**src/rtl/rf_pkg.sv**
```systemverilog
package rf_pkg;

   localparam logic [2:0] CODE_MEM = 3'b110;
   localparam logic [2:0] CODE_ACC = 3'b111;
   localparam logic [1:0] PAIR_STK = 2'b11;
   localparam int unsigned N_PAIRS = 3;
   localparam int unsigned N_GEN   = 2 * N_PAIRS;
   localparam int unsigned FLAG_BYTE_W = 8;

   typedef struct packed {
      logic s;
      logic z;
      logic ac;
      logic p;
      logic c;
   } flags_t;

   function automatic logic [FLAG_BYTE_W-1:0] flags_to_byte(input flags_t f);
      return {f.s, f.z, 1'b0, f.ac, 1'b0, f.p, 1'b0, f.c};
   endfunction

   function automatic flags_t flags_from_byte(input logic [FLAG_BYTE_W-1:0] b);
      flags_t f;
      f.s  = b[7];
      f.z  = b[6];
      f.ac = b[4];
      f.p  = b[2];
      f.c  = b[0];
      return f;
   endfunction

endpackage

```
**src/rtl/rf_byte_bank.sv**
```systemverilog
module rf_byte_bank
   import rf_pkg::*;
#(
   parameter int unsigned DW = 8,
   localparam int unsigned PW = 2 * DW
) (
   input  logic                  clk,
   input  logic                  rst_n,
   input  logic                  wr_en,
   input  logic [2:0]            wr_sel,
   input  logic [DW-1:0]         wr_data,
   input  logic                  pr_upd_en,
   input  logic [1:0]            pr_idx,
   input  logic [PW-1:0]         pr_val,
   input  logic                  acc_ld_en,
   input  logic [DW-1:0]         acc_ld_val,
   output logic [N_GEN*DW-1:0]   gen_q,
   output logic [DW-1:0]         acc_q
);

   for (genvar i = 0; i < N_GEN; i++) begin : g_reg
      localparam int unsigned PAIR_OF = i / 2;
      localparam bit          IS_HIGH = (i % 2) == 0;
      logic [DW-1:0] q;

      always_ff @(posedge clk or negedge rst_n) begin
         if (!rst_n) begin
            q <= '0;
         end else if (pr_upd_en && (pr_idx == 2'(PAIR_OF))) begin
            q <= IS_HIGH ? pr_val[PW-1:DW] : pr_val[DW-1:0];
         end else if (wr_en && (wr_sel == 3'(i))) begin
            q <= wr_data;
         end
      end

      assign gen_q[i*DW +: DW] = q;
   end

   always_ff @(posedge clk or negedge rst_n) begin
      if (!rst_n) begin
         acc_q <= '0;
      end else if (acc_ld_en) begin
         acc_q <= acc_ld_val;
      end else if (wr_en && (wr_sel == CODE_ACC)) begin
         acc_q <= wr_data;
      end
   end

endmodule

```
**src/rtl/rf_stack_ptr.sv**
```systemverilog
module rf_stack_ptr #(
   parameter int unsigned        AW      = 16,
   parameter logic [AW-1:0]      RST_VAL = '0
) (
   input  logic          clk,
   input  logic          rst_n,
   input  logic          ld_en,
   input  logic [AW-1:0] ld_val,
   input  logic          step_en,
   input  logic          step_dn,
   output logic [AW-1:0] sp_q
);

   logic [AW-1:0] stepped;

   assign stepped = step_dn ? (sp_q - AW'(1)) : (sp_q + AW'(1));

   always_ff @(posedge clk or negedge rst_n) begin
      if (!rst_n) begin
         sp_q <= RST_VAL;
      end else if (ld_en) begin
         sp_q <= ld_val;
      end else if (step_en) begin
         sp_q <= stepped;
      end
   end

endmodule

```
**src/rtl/rf_flag_reg.sv**
```systemverilog
module rf_flag_reg
   import rf_pkg::*;
(
   input  logic   clk,
   input  logic   rst_n,
   input  logic   alu_ld_en,
   input  flags_t alu_flags,
   input  logic   psw_ld_en,
   input  flags_t psw_flags,
   output flags_t flags_q
);

   always_ff @(posedge clk or negedge rst_n) begin
      if (!rst_n) begin
         flags_q <= '0;
      end else if (psw_ld_en) begin
         flags_q <= psw_flags;
      end else if (alu_ld_en) begin
         flags_q <= alu_flags;
      end
   end

endmodule

```
**src/rtl/rf_read_mux.sv**
```systemverilog
module rf_read_mux
   import rf_pkg::*;
#(
   parameter int unsigned DW = 8
) (
   input  logic [2:0]          sel,
   input  logic [N_GEN*DW-1:0] gen_q,
   input  logic [DW-1:0]       acc_q,
   output logic [DW-1:0]       data,
   output logic                mem_ref
);

   always_comb begin
      mem_ref = 1'b0;
      data    = '0;
      unique case (sel)
         CODE_ACC: data = acc_q;
         CODE_MEM: mem_ref = 1'b1;
         default:  data = gen_q[int'(sel)*DW +: DW];
      endcase
   end

endmodule

```
**src/rtl/byte_regfile.sv**
```systemverilog
module byte_regfile
   import rf_pkg::*;
#(
   parameter int unsigned     DW        = 8,
   parameter logic [2*DW-1:0] SP_RESET  = '0,
   localparam int unsigned    PW        = 2 * DW
) (
   input  logic          clk,
   input  logic          rst_n,
   input  logic [2:0]    rd_a_sel,
   output logic [DW-1:0] rd_a_data,
   output logic          rd_a_mem,
   input  logic [2:0]    rd_b_sel,
   output logic [DW-1:0] rd_b_data,
   output logic          rd_b_mem,
   input  logic          wr_en,
   input  logic [2:0]    wr_sel,
   input  logic [DW-1:0] wr_data,
   input  logic [1:0]    pr_sel,
   output logic [PW-1:0] pr_rd_data,
   input  logic          pr_wr_en,
   input  logic [PW-1:0] pr_wr_data,
   input  logic          pr_step_en,
   input  logic          pr_step_dn,
   input  logic          flag_ld_en,
   input  logic [4:0]    flag_in,
   output logic [PW-1:0] psw_rd_data,
   input  logic          psw_wr_en,
   input  logic [PW-1:0] psw_wr_data
);

   if (DW < FLAG_BYTE_W) begin : g_dw_check
      $error("byte_regfile: DW must be at least the flag byte width");
   end

   logic [N_GEN*DW-1:0] gen_q;
   logic [DW-1:0]       acc_q;
   logic [PW-1:0]       sp_q;
   flags_t              flags_q;
   logic [PW-1:0]       pair_cur;
   logic [PW-1:0]       pair_next;
   logic                is_stk;
   logic                gen_pair_upd;

   assign is_stk = (pr_sel == PAIR_STK);

   always_comb begin
      if (is_stk) begin
         pair_cur = sp_q;
      end else begin
         pair_cur = {gen_q[(2*int'(pr_sel))*DW +: DW],
                     gen_q[(2*int'(pr_sel)+1)*DW +: DW]};
      end
   end

   assign pair_next    = pr_wr_en ? pr_wr_data
                       : (pr_step_dn ? (pair_cur - PW'(1)) : (pair_cur + PW'(1)));
   assign gen_pair_upd = (pr_wr_en || pr_step_en) && !is_stk;

   rf_byte_bank #(.DW(DW)) u_bank (
      .clk        (clk),
      .rst_n      (rst_n),
      .wr_en      (wr_en),
      .wr_sel     (wr_sel),
      .wr_data    (wr_data),
      .pr_upd_en  (gen_pair_upd),
      .pr_idx     (pr_sel),
      .pr_val     (pair_next),
      .acc_ld_en  (psw_wr_en),
      .acc_ld_val (psw_wr_data[PW-1:DW]),
      .gen_q      (gen_q),
      .acc_q      (acc_q)
   );

   rf_stack_ptr #(.AW(PW), .RST_VAL(SP_RESET)) u_sp (
      .clk     (clk),
      .rst_n   (rst_n),
      .ld_en   (pr_wr_en && is_stk),
      .ld_val  (pr_wr_data),
      .step_en (pr_step_en && is_stk),
      .step_dn (pr_step_dn),
      .sp_q    (sp_q)
   );

   rf_flag_reg u_flags (
      .clk       (clk),
      .rst_n     (rst_n),
      .alu_ld_en (flag_ld_en),
      .alu_flags (flags_t'(flag_in)),
      .psw_ld_en (psw_wr_en),
      .psw_flags (flags_from_byte(psw_wr_data[FLAG_BYTE_W-1:0])),
      .flags_q   (flags_q)
   );

   rf_read_mux #(.DW(DW)) u_rd_a (
      .sel     (rd_a_sel),
      .gen_q   (gen_q),
      .acc_q   (acc_q),
      .data    (rd_a_data),
      .mem_ref (rd_a_mem)
   );

   rf_read_mux #(.DW(DW)) u_rd_b (
      .sel     (rd_b_sel),
      .gen_q   (gen_q),
      .acc_q   (acc_q),
      .data    (rd_b_data),
      .mem_ref (rd_b_mem)
   );

   assign pr_rd_data  = pair_cur;
   assign psw_rd_data = {acc_q, DW'(flags_to_byte(flags_q))};

endmodule

```
**config.mk**
```make
export PLATFORM = sky130hd
export DESIGN_NAME = byte_regfile
export DESIGN_NICKNAME = d
export VERILOG_FILES = /design/src/rtl/rf_pkg.sv /design/src/rtl/rf_byte_bank.sv /design/src/rtl/rf_stack_ptr.sv /design/src/rtl/rf_flag_reg.sv /design/src/rtl/rf_read_mux.sv /design/src/rtl/byte_regfile.sv
export SDC_FILE = /design/constraint.sdc
export NUM_CORES = 1
export LEC_CHECK = 0
export BUFFER_PORTS_ARGS = -buffer_cell sky130_fd_sc_hd__buf_2
export CORE_ASPECT_RATIO = 0.75
export CORE_MARGIN = 2
export CORE_UTILIZATION = 52
export CTS_CLUSTER_DIAMETER = 150
export CTS_CLUSTER_SIZE = 12
export DETAILED_ROUTE_END_ITERATION = 10
export PLACE_DENSITY = 0.76
export SLEW_MARGIN = 20
export SYNTH_ARGS = -nofsm -noshare
export SYNTH_HDL_FRONTEND = slang
export SYNTH_SLANG_ARGS = --single-unit
```
**constraint.sdc**
```tcl
create_clock -name clk -period 2.91 [get_ports clk]
set_clock_uncertainty 0.05 [all_clocks]
set_input_delay 0.291 -clock clk [delete_from_list [all_inputs] [get_ports clk]]
set_output_delay 0.291 -clock clk [all_outputs]
set_load 0.005 [all_outputs]
```
* After elaboration in Yosys (flattened, before gate mapping)
Cells that the tools add are included.
** Word-level totals
- Bits in registers :: 77
- Output and inout bits :: 50
- Word-level logic and storage cells :: 87
** Cells by class
- Add/sub/neg operators :: 5
- Eq/ne operators :: 13
- Shift operators :: 4
- Muxes and demuxes :: 26
- Reduce and logical (&&, ||, !) cells :: 26
** Operators with widths (number)
- 48-bit by 7-bit indexed part select with 8-bit output :: 3
- 8-bit 2-to-1 mux :: 14
- 16-bit 2-to-1 mux :: 6
- 48-bit by 8-bit indexed part select with 8-bit output :: 1
- 16-bit by 1-bit adder with 16-bit output (second input constant) :: 2
- 8-bit case mux with 2 select lines :: 2
- 16-bit by 1-bit subtractor with 16-bit output (second input constant) :: 2
- 3-bit equality test (second input constant) :: 7
- 2-bit nonzero test :: 9
- 1-bit logical AND :: 13
- 5-bit 2-to-1 mux :: 2
- 3-bit by 2-bit equality test with 1-bit output (second input constant) :: 2
- 3-bit by 1-bit adder with 4-bit output (second input constant) :: 1
- 2-bit equality test (second input constant) :: 2
- 3-bit by 1-bit equality test with 1-bit output (second input constant) :: 1
- 3-bit zero test :: 1
- 2-bit by 1-bit equality test with 1-bit output (second input constant) :: 1
- 2-bit zero test :: 1
- 1-bit 2-to-1 mux :: 2
- 1-bit zero test :: 1
- 1-bit logical OR :: 1

* Longest topological paths before layout
Gate-level depths: netlist of the first run.
- Depth after elaboration :: 7
- Mapped depth :: 13
- Gate-level depth less buffers :: 12

* Hierarchy
From an unflattened synthesis of the first run, not the netlist that was laid out.
** Second synthesis, totals
- Cells, all modules :: 717
- Area, all modules :: 6746.5 µm²
** Modules (own cells, without submodules)
- rf_byte_bank :: instances 1, cells an instance 251, area each 2656.3 µm², sequential area each 1401.3 µm²
- byte_regfile :: instances 1, cells an instance 173, area each 1416.4 µm², sequential area each 0.0 µm²
- rf_stack_ptr :: instances 1, cells an instance 151, area each 1377.6 µm², sequential area each 400.4 µm²
- rf_read_mux :: instances 2, cells an instance 60, area each 530.5 µm², sequential area each 0.0 µm²
- rf_flag_reg :: instances 1, cells an instance 22, area each 235.2 µm², sequential area each 125.1 µm²

* Least setup slack after synthesis of the first run
No wires, ideal clock.
- Path type :: input-to-reg
- From :: input pr_sel[0]
- To :: register u_bank.g_reg[2].q[6]
- Setup time :: 0.137 ns
- Arrival :: 3.178 ns
- Data required time :: 2.723 ns
- Slack :: -0.455 ns
- Stages :: 13
- Buffers on the path :: 2
- Cells stage by stage :: clkbuf_1 buf_2 mux4_2 ha_1 a21oi_1 nor2b_1 nor2_1 o21ai_0 nor3_1 o31ai_1 xor2_1 mux2i_1 a21oi_1
** On the way
- Word-level cells in the longest chain between the ends :: 7
** RTL lines
- start, declared :: RTL line byte_regfile.sv:19 : input logic [1:0] pr_sel,
- 3-bit by 1-bit adder with 4-bit output :: RTL line byte_regfile.sv:52 : gen_q[(2*int'(pr_sel)+1)*DW +: DW]};
- 48-bit by 8-bit indexed part select with 8-bit output :: RTL line byte_regfile.sv:52
- 16-bit 2-to-1 mux (*) :: RTL line byte_regfile.sv:48 : if (is_stk) begin
- named net pr_rd_data[6] :: RTL line byte_regfile.sv:20 : output logic [PW-1:0] pr_rd_data,
- 16-bit by 1-bit adder with 16-bit output or 16-bit by 1-bit subtractor with 16-bit output (tied branches) :: RTL line byte_regfile.sv:57 : : (pr_step_dn ? (pair_cur - PW'(1)) : (pair_cur + PW'(1)));
- 16-bit 2-to-1 mux (*) :: RTL line byte_regfile.sv:57
- 16-bit 2-to-1 mux (*) :: RTL line byte_regfile.sv:56 : assign pair_next = pr_wr_en ? pr_wr_data
- 8-bit 2-to-1 mux (*) :: RTL line rf_byte_bank.sv:29 : end else if (pr_upd_en && (pr_idx == 2'(PAIR_OF))) begin
- end signal, assigned :: RTL line rf_byte_bank.sv:30 : q <= IS_HIGH ? pr_val[PW-1:DW] : pr_val[DW-1:0];
- end signal, assigned :: RTL line rf_byte_bank.sv:32 : q <= wr_data;
- end, declared :: RTL line rf_byte_bank.sv:24 : logic [DW-1:0] q;
Mark *: on every way through the listed nets, which the timed path passes. The rest lies on a longest branch.
A chain may end at the register's enable or synchronous reset.

* Final worst setup path of the first run
- From :: register u_bank.g_reg[5].q[2]
- To :: register u_bank.g_reg[0].q[7]
** On the way
- Word-level cells in the longest chain between the ends :: 6
** RTL lines (RTL line)
- start, declared :: rf_byte_bank.sv:24
- start signal, assigned :: rf_byte_bank.sv:30
- start signal, assigned :: rf_byte_bank.sv:32
- 48-bit by 8-bit indexed part select with 8-bit output (*) :: byte_regfile.sv:52
- 16-bit 2-to-1 mux (*) :: byte_regfile.sv:48
- 16-bit by 1-bit adder with 16-bit output or 16-bit by 1-bit subtractor with 16-bit output (tied branches) :: byte_regfile.sv:57
- 16-bit 2-to-1 mux (*) :: byte_regfile.sv:57
- 16-bit 2-to-1 mux (*) :: byte_regfile.sv:56
- 8-bit 2-to-1 mux (*) :: rf_byte_bank.sv:29
- end signal, assigned :: rf_byte_bank.sv:30
- end signal, assigned :: rf_byte_bank.sv:32
- end, declared :: rf_byte_bank.sv:24
Mark *: on every way between the ends. The rest lies on a longest branch, timed or not.

==> flow_summary_export.csv, run 1 <==
group,metric,value,unit
status,status,"finished with violations",
status,violations,"negative setup slack",
finish,antenna_cells,0,
synth,yosys_warnings,0,
route,drt-wirelength-per-cell,20.6,um
critical_path,r2r_start,"u_bank.g_reg[5].q[2]$_DFFE_PN0P_",
synth,synthTopCellsByArea,"dfrtp_1, mux4_2, mux2i_1, ha_1, o21ai_0",
synth,synth_enable_flop_cells,0,
grt,grt_pass1_wl,33.1,mm
critical_path,cp_max_fo,5,
synth,syn_area,6290,um^2
route,met1Wirelength,8.53,mm
critical_path,cp-startpoint,"u_bank.g_reg[5].q[2]$_DFFE_PN0P_",
clock_tree,numCtsBuffers,9,
critical_path,worstSetupEndpoint,"u_bank.g_reg[0].q[7]$_DFFE_PN0P_",
power,p_clk_share,19.6,%
route,vias,6367,
clock_tree,root_buffer,"clkbuf_16",
critical_path,critPathArrivalTime,3170,ps
route,ant_nets,0,
synth,ys_types,60,
route,top_layer_used,"met4",
finish,n_fill_cell,892,
critical_path,reg2reg_slack,-110,ps
synth,synth_seq_area_share,30.6,%
die,ios,114,
die,die_area,13000,um^2
route,drt-total-wl,20.8,mm
grt,grt_max_degree,78,
timing,finalCritPeriodShare,104,%
critical_path,crit_type,"register to register",
timing,rsz0062_at_grt,"true",
clock_tree,cts.sinks,77,
power,p_sw_share,38.3,%
finish,fin_util,68.6,%
route,wl_met2,9.86,mm
power,p_seq_share,28.3,%
placed_design,numPortBuffers,107,
critical_path,cp-start-kind,"register",
timing,setup_viol,12,
finish,final_cell_area,8030,um^2
die,die_x,131,um
timing,tightestPinTransition,779,ps
power,power_frac_comb,52.1,%
power,p_sw,2.21,mW
synth,synth_area_leader_cell,"dfrtp_1",
synth,ys.flop_type,"dfrtp_1",
route,drtPass1Iterations,7,
die,rows,34,
flow_run,cap_violations,0,
grt,grt_overflow,0,
clock_tree,worstSkewPairLatency,340,ps
finish,layout_common_cells,"buf_2, buf_4, nand2_1",
power,ir_worst_vdd,0.352,mV
die,core_area,11700,um^2
critical_path,timing.rr.end,"u_bank.g_reg[0].q[7]$_DFFE_PN0P_",
clock_tree,cts.htree.levels,3,
synth,synth_cells,682,
min_path,hold_class,"primary input to register",
die,initial_utilization,53.8,%
grt,grt_pass1_vias,6400,
timing,fmax,0.332,GHz
placed_design,dp_slack,-330,ps
grt,antenna_found_initial,0,
timing,post-route-min-period,3020,ps
timing,finalMaxSlewViolations,0,
route,drt_iter0_markers,560,
route,met3_length,1.77,mm
timing,report.final.hold_viol_count,0,
route,via_per_inst,6.33,
finish,synthToLayoutAreaGrowth,27.5,%
synth,ys_ff_latch,77,
power,leakage,3.62,nW
placed_design,dpl_cell_area,7590,um^2
critical_path,reg2regPathDepth,11,
synth,async_reset_ff_share,100,%
clock_tree,tritoncts,"built",
critical_path,cp_data_required_time,3070,ps
die,die_h,99.3,um
timing,setup_slack,-106,ps
grt,grt_usage,32.9,%
power,powerDensity,717,nW/um^2
synth,avgSynthCellArea,9.23,um^2
finish,drive_above_1_share,35.5,%
synth,synth_top_area_share,30.6,%
route,drcViolationCount,0,
finish,final_common_cell,"buf_2",
critical_path,endpoint_kind,"register",
clock_tree,path_clk_slew,60,ps
power,power.internal,3.55,mW
timing,relSlewSlack,47.8,%
power,fin_total_pwr,5.75,mW
placed_design,place.gp.congestion,0.943,
clock_tree,clk_path_buf_depth,2,
placed_design,dp_hpwl,15.6,mm
finish,nNetsFinal,936,
-- cell usage after synthesis, types with 4 or more instances --
library cell	count
nor2_1	62
xnor2_1	14
nor2b_1	12
inv_1	11
or3_1	5
nand2_1	79
clkbuf_1	34
mux2_2	22
o21ai_1	10
mux2i_1	54
a21o_1	7
dfrtp_1	77
a211oi_1	11
nor3_1	8
buf_1	8
o22ai_1	14
a22oi_1	13
ha_1	28
a21oi_1	52
o21ai_0	61
xor2_1	12
nor3b_1	4
mux4_2	31
-- area by class of cell --
type	instances	area (um^2)	share of cell area (%)
sequential	77	1930	24.0
multi-input combinational	549	4350	54.2
clock buffer	11	253	3.15
tap	162	203	2.53
inverter	12	45.0	0.561
timing repair buffer	193	1210	15.1
clock inverter	2	35.0	0.437
-- power by group through the flow --
stage               combinational [mW]  sequential, mW  clock [mW]
floorplan                         1.74            1.52           0
global placement                  2.69            1.61           0
detailed placement                2.78            1.63           0
CTS                               2.85            1.62        1.14
global route                      3.25            1.64        1.17
finish                            2.99            1.63        1.13
-- critical path: stages (launching register included) --
cell and delay [ps]:
dfrtp_1 410, mux4_2 530, ha_4 280, nand3b_1 110, o221ai_2 140, o41ai_4 370, o21ai_2 110, a211oi_2 280
o31ai_2 110, xnor2_1 140, mux2i_2 240, a21oi_1 120
-- sequential cells by signal, indices dropped and copies added (netlist names) --
name and cells:
u_bank.g.q 48, u_sp.sp_q 16, u_bank.acc_q 8, u_flags.flags_q 5
-- layer usage --
metal	track usage (%)	up-vias
li1	-	2831
met2	53.9	341
met3	6.46	64
met5	0	-
met4	10.3	0
met1	44.3	3131
-- through the flow --
stage | TNS (ps) | instances | hold slack, ps
global placement | -2780 | 990 | 446
global route | -2210 | 1006 | 128
detailed placement | -5200 | 990 | 451
CTS | -112 | 1003 | 104
finish | -485 | 1006 | 104
floorplan | 0 | 684 | -54.6
-- cell families after synthesis --
group	synth area share, %
AOI/OAI and AO/OA	18.9
other	0.0596
buffers and inverters	3.66
and+or+nand+nor	13.1
adders and majority gates	6.20
DFF	30.6
xor gates and xnor gates	3.62
muxes	23.8
-- what timing repair did --
action	in CTS	in global routing
gates cloned	0	0
endpoints found under the setup margin	18	29
hold buffers	0	1
gates resized for setup	8	26
hold endpoints to repair	0	1
pin swaps	12	20
buffers inserted	1	3
-- how the worst min path moves through the flow --
stage | cells past startpoint | from | slack, ps | end
after global placement | 3 | psw_wr_data[6] | 450 | u_flags.flags_q[3]$_DFFE_PN0P_
after CTS | 3 | psw_wr_data[6] | 100 | u_flags.flags_q[3]$_DFFE_PN0P_
final | 3 | psw_wr_data[6] | 100 | u_flags.flags_q[3]$_DFFE_PN0P_
after floorplan | 0 | rst_n | -50 | u_bank.acc_q[0]$_DFFE_PN0P_
after detailed placement | 3 | psw_wr_data[6] | 450 | u_flags.flags_q[3]$_DFFE_PN0P_
after global routing | 3 | psw_wr_data[13] | 130 | u_bank.acc_q[5]$_DFFE_PN0P_
(Power assumes the default switching activity.)
==> run 2: changes to the inputs <==
CORE_UTILIZATION = 50   (was 52)
PLACE_DENSITY = 0.74   (was 0.76)
==> flow_summary_export.csv, run 2 (synthesis results as in run 1) <==
group,metric,value,unit
status,status,"finished with violations",
status,violations,"negative setup slack",
finish,nNetsFinal,943,
route,drcViolationCount,0,
critical_path,slowest_delay,570,ps
critical_path,cp_data_required_time,3060,ps
timing,finalMaxSlewViolations,0,
critical_path,cpMaxStageDelayCell,"mux4_2",
route,drt-wirelength-per-cell,20.6,um
timing,fin_setup_tns,-122,ps
die,die_h,101,um
finish,final_cell_area,8120,um^2
clock_tree,numCtsBuffers,9,
power,fin_total_pwr,6.00,mW
finish,drive_above_1_share,36.5,%
finish,synthToLayoutAreaGrowth,29.0,%
timing,whs,62.6,ps
timing,report.final.hold_viol_count,0,
clock_tree,clk_path_buf_depth,2,
timing,setup_slack,-42.7,ps
finish,largest_reg_flops,48,
route,drt_iter0_markers,607,
route,via_per_inst,6.24,
die,core_area,12300,um^2
timing,post-route-min-period,2950,ps
power,p_seq_share,26.9,%
grt,grt_max_degree,78,
finish,layout_common_cells,"buf_2, buf_4, nand2_1",
grt,antenna_found_initial,0,
clock_tree,path_clk_slew,60,ps
grt,grt_pass1_vias,6275,
grt,grt_overflow,0,
route,drt-total-wl,21.0,mm
finish,n_fill_cell,989,
timing,finalCritPeriodShare,101,%
finish,reg.largest.list,"u_bank.g.q x48, u_sp.sp_q x16, u_bank.acc_q x8",
finish,final_common_cell,"buf_2",
timing,rsz0062_at_grt,"true",
min_path,hold_class,"primary input to async pin",
clock_tree,tritoncts,"built",
critical_path,cp-start-kind,"register",
flow_run,cap_violations,0,
critical_path,cp_common_cell,"a21o_1",
grt,grt_usage,32.0,%
die,die_area,13500,um^2
route,vias,6364,
power,leakage,3.68,nW
die,die_x,134,um
placed_design,dpl_cell_area,7640,um^2
grt,grt_pass1_wl,33.5,mm
clock_tree,worstSkewPairLatency,340,ps
power,p_sw_share,37.8,%
timing,relSlewSlack,30.1,%
route,ant_nets,0,
power,p_sw,2.27,mW
power,ir_worst_vdd,0.436,mV
timing,tightestPinTransition,1050,ps
critical_path,crit_chain,"mux4_2 > ha_4 > a21o_1 > a21o_1 > a21o_1 > a211oi_2 > o21bai_1 > xnor2_1 > o21a_1 > a21oi_2",
power,p_clk_share,21.9,%
die,rows,35,
placed_design,place.gp.congestion,0.967,
finish,fin_util,66.0,%
die,initial_utilization,51.2,%
clock_tree,cts.htree.levels,3,
route,drtPass1Iterations,5,
clock_tree,cts.sinks,77,
critical_path,endpoint_kind,"register",
power,power.internal,3.74,mW
clock_tree,root_buffer,"clkbuf_16",
power,power_frac_comb,51.2,%
finish,top_register,"u_bank.g.q",
critical_path,cp_max_fo,4,
die,ios,114,
critical_path,critPathArrivalTime,3110,ps
critical_path,crit_type,"register to register",
power,powerDensity,739,nW/um^2
placed_design,numPortBuffers,107,
finish,antenna_cells,0,
timing,fmax,0.339,GHz
timing,setup_viol,4,
placed_design,dp_hpwl,15.8,mm
[run 2: changes by cell type in the layout (fill, tap and decap cells not counted), moves of 2 or more]
| cell | before | now |
|---|---|---|
| o21ai_0 | 54 | 52 |
| bufinv_16 | 1 | 3 |
| nor2_4 | 2 | 0 |
| nor2_1 | 59 | 61 |
| xor2_1 | 12 | 10 |
| clkbuf_8 | 2 | 0 |
| buf_4 | 83 | 93 |
| o21ai_2 | 6 | 9 |
| xor2_2 | 0 | 2 |
[run 2: metrics by stage]
| step | setup slack (ps) | cells |
|---|---|---|
| 6_report | -42.7 | 1020 |
| 5_1_grt | -174 | 1020 |
| 4_1_cts | -39.8 | 1019 |
| 3_5_place_dp | -412 | 1002 |
| 3_3_place_gp | -298 | 1002 |
| 2_1_floorplan | 9.04 | 684 |
[run 2: routing by layer]
layer | wire length [um] | vias up | share of wire, % | GRT usage, %
li1 | - | 2855 | - | -
met1 | 8960 | 3140 | 43 | 44.4
met2 | 9810 | 332 | 47 | 51.8
met3 | 1830 | 37 | 8.7 | 5.91
met4 | 392 | 0 | 1.9 | 9.57
met5 | 0 | - | 0 | 0
[run 2: final timing paths]
path,from,end,slack [ps],cells past startpoint
setup reg to reg,u_sp.sp_q[8]$_DFFE_PN0P_,u_bank.g_reg[0].q[5]$_DFFE_PN0P_,-40,10
min in group clk,psw_wr_data[6],u_flags.flags_q[3]$_DFFE_PN0P_,100,3
hold reg to reg,u_flags.flags_q[4]$_DFFE_PN0P_,u_flags.flags_q[4]$_DFFE_PN0P_,510,2
hold / removal,rst_n,u_bank.acc_q[4]$_DFFE_PN0P_,60,1
max in group asynchronous,rst_n,u_bank.g_reg[2].q[2]$_DFFE_PN0P_,2050,1
setup / recovery,u_sp.sp_q[8]$_DFFE_PN0P_,u_bank.g_reg[0].q[5]$_DFFE_PN0P_,-40,10
[run 2: timing repair]
item,4_1_cts,5_1_grt
resized for setup,10,27
pin swaps,11,11
setup buffers,2,2
hold buffers,0,0
endpoints found under the setup margin,19,28
[run 2: area by class of cell]
type                    count  area [um^2]  share of cell area [%]
inverters                  12         45.0                   0.555
clock buffers              10          229                    2.82
flip-flops and latches     77         1930                    23.7
repair buffers            200         1250                    15.4
clock inverters             6          111                    1.37
multi-input cells         549         4350                    53.6
well taps                 166          208                    2.56
[run 2: power groups by stage]
stage | registers (mW) | clock network, mW | logic, mW
after floorplan | 1.52 | 0 | 1.74
after global placement | 1.61 | 0 | 2.73
after detailed placement | 1.63 | 0 | 2.82
after CTS | 1.61 | 1.32 | 2.91
after global routing | 1.64 | 1.37 | 3.34
final | 1.62 | 1.32 | 3.07
[run 2: critical path, delay by kind of cell, from the launching register on]
family                   cells  cell delay, ps
multiplexers                 1             570
flip-flops                   1             430
adder cells (fa/ha/maj)      1             290
XOR/XNOR                     1             150
AO/OA/AOI/OAI                7            1300
==> run 3: changes to the inputs <==
GPL_TIMING_DRIVEN = 0   (was default)
==> flow_summary_export.csv, run 3 (synthesis results as in run 1) <==
group,metric,value,unit
status,status,"finished with violations",
status,violations,"negative setup slack",
finish,seq_area,1930,um^2
die,initial_utilization,51.2,%
timing,finalMaxSlewViolations,0,
timing,whs,107,ps
power,p_seq_share,29.2,%
critical_path,cp_data_required_time,3050,ps
clock_tree,tritoncts,"built",
finish,synthToLayoutAreaGrowth,24.6,%
critical_path,crit_type,"register to register",
power,powerDensity,723,nW/um^2
critical_path,endpoint_kind,"register",
power,ir_worst_vdd,0.388,mV
timing,finalCritPeriodShare,106,%
clock_tree,worstSkewPairLatency,340,ps
grt,grt_usage,32.7,%
route,ant_nets,0,
finish,antenna_cells,0,
route,drt-total-wl,22.1,mm
route,via_per_inst,6.55,
die,die_area,13500,um^2
route,drt_iter0_markers,837,
timing,post-route-min-period,3070,ps
clock_tree,path_clk_slew,60,ps
placed_design,place.gp.congestion,0.975,
power,p_sw_share,39.8,%
placed_design,numPortBuffers,98,
power,power.internal,3.42,mW
placed_design,dp_hpwl,16.8,mm
timing,setup_viol,19,
clock_tree,root_buffer,"clkbuf_16",
clock_tree,clk_path_buf_depth,2,
route,drt-wirelength-per-cell,22.3,um
finish,multi_input_area,4380,um^2
finish,drive_above_1_share,29.8,%
timing,rsz0062_at_grt,"true",
critical_path,cp-start-kind,"register",
die,rows,35,
clock_tree,cts.htree.levels,3,
grt,grt_overflow,0,
critical_path,critPathArrivalTime,3220,ps
grt,antenna_found_initial,0,
power,power_frac_comb,50.3,%
finish,layout.cells.non_filler,992,
die,ios,114,
finish,largest_reg_flops,48,
power,leakage,3.41,nW
timing,report.final.hold_viol_count,0,
grt,grt_max_degree,47,
power,p_sw,2.26,mW
grt,grt_pass1_wl,33.9,mm
placed_design,dp_cells,949,
die,die_x,134,um
flow_run,cap_violations,0,
grt,grt_pass1_vias,6204,
route,drcViolationCount,0,
critical_path,cp_max_fo,3,
die,core_area,12300,um^2
route,vias,6498,
timing,tightestPinTransition,1040,ps
die,die_h,101,um
finish,top_register,"u_bank.g.q",
clock_tree,numCtsBuffers,9,
finish,reg.largest.list,"u_bank.g.q x48, u_sp.sp_q x16, u_bank.acc_q x8",
clock_tree,cts.sinks,77,
finish,final_common_cell,"buf_2",
power,p_clk_share,20.5,%
min_path,hold_class,"primary input to register",
finish,n_fill_cell,1010,
timing,relSlewSlack,30.5,%
route,drtPass1Iterations,8,
timing,fmax,0.325,GHz
timing,setup_slack,-163,ps
finish,layout_common_cells,"buf_2, nand2_1, dfrtp_1",
finish,nNetsFinal,916,
-- run 3: cell count changes in the layout (fill, tap and decap cells not counted), moves of 3 or more --
cell      before  now
buf_4         93   32
clkbuf_1       1   35
buf_2        106   95
buf_1          0    7
clkbuf_8       0    3
ha_1          24   21
-- run 3: area by class of cell --
type | instances | share of cell area [%]
plain buffers | 46 | 2.92
repair buffers | 127 | 9.54
clock inverters | 1 | 0.383
flip-flops and latches | 77 | 24.6
clock buffers | 14 | 3.37
well taps | 166 | 2.65
inverters | 12 | 0.654
multi-input cells | 549 | 55.9
-- run 3: timing repair --
item	CTS	global route
pin swaps	10	18
hold buffers	1	0
endpoints found under the hold margin	31	0
setup buffers	20	9
resized for setup	20	36
gates cloned	0	0
setup endpoints to repair	26	30
-- run 3: path summary, 6_finish.rpt --
path / end / slack [ps] / start / cells after the start
max: u_bank.g_reg[0].q[7]$_DFFE_PN0P_ / -160 / u_sp.sp_q[4]$_DFFE_PN0P_ / 11
max reg2reg: u_bank.g_reg[0].q[7]$_DFFE_PN0P_ / -160 / u_sp.sp_q[4]$_DFFE_PN0P_ / 11
min: u_bank.acc_q[6]$_DFFE_PN0P_ / 110 / psw_wr_data[14] / 3
min reg2reg: u_flags.flags_q[0]$_DFFE_PN0P_ / 530 / u_flags.flags_q[0]$_DFFE_PN0P_ / 2
max in group asynchronous: u_bank.g_reg[5].q[0]$_DFFE_PN0P_ / 1800 / rst_n / 3
min in group asynchronous: u_bank.acc_q[5]$_DFFE_PN0P_ / 400 / rst_n / 2
-- run 3: power by group through the flow --
| stage | combinational, mW | clock (mW) | sequential, mW |
|---|---|---|---|
| 2_1_floorplan | 1.74 | 0 | 1.52 |
| 5_1_grt | 3.06 | 1.20 | 1.67 |
| 3_3_place_gp | 2.28 | 0 | 1.66 |
| 3_5_place_dp | 2.38 | 0 | 1.68 |
| 4_1_cts | 2.60 | 1.16 | 1.64 |
| 6_report | 2.86 | 1.16 | 1.66 |
-- run 3: metal layers --
| layer | track usage (%) | part of all wire, % | wire [um] |
|---|---|---|---|
| met2 | 50.4 | 45 | 9890 |
| met5 | 0 | 0 | 0 |
| met3 | 7.71 | 12 | 2570 |
| met4 | 8.76 | 2.6 | 579 |
| met1 | 46.9 | 41 | 9080 |
-- run 3: critical path, cell delays in order, from the launching register on --
cell	delay (ps)
dfrtp_1	460
mux4_2	580
ha_2	390
nor2_1	60
nor2_1	160
o41ai_4	140
o21ai_2	230
a211oi_4	110
o31ai_2	240
xnor2_1	120
mux2i_2	270
a21oi_1	110
-- run 3: per-stage QoR --
| step | worst slack (ps) | utilization (%) | power (mW) | instance area (um^2) | setup TNS, ps |
|---|---|---|---|---|---|
| floorplan | 9.04 | - | 3.27 | 6400 | 0 |
| detailed placement | -784 | 57.9 | 4.06 | 7130 | -18120 |
| CTS | -110 | 62.3 | 5.39 | 7660 | -425 |
| global placement | -653 | 57.7 | 3.94 | 7100 | -14890 |
| global route | -266 | 63.7 | 5.93 | 7840 | -3890 |
| finish | -163 | 63.7 | 5.67 | 7840 | -1480 |
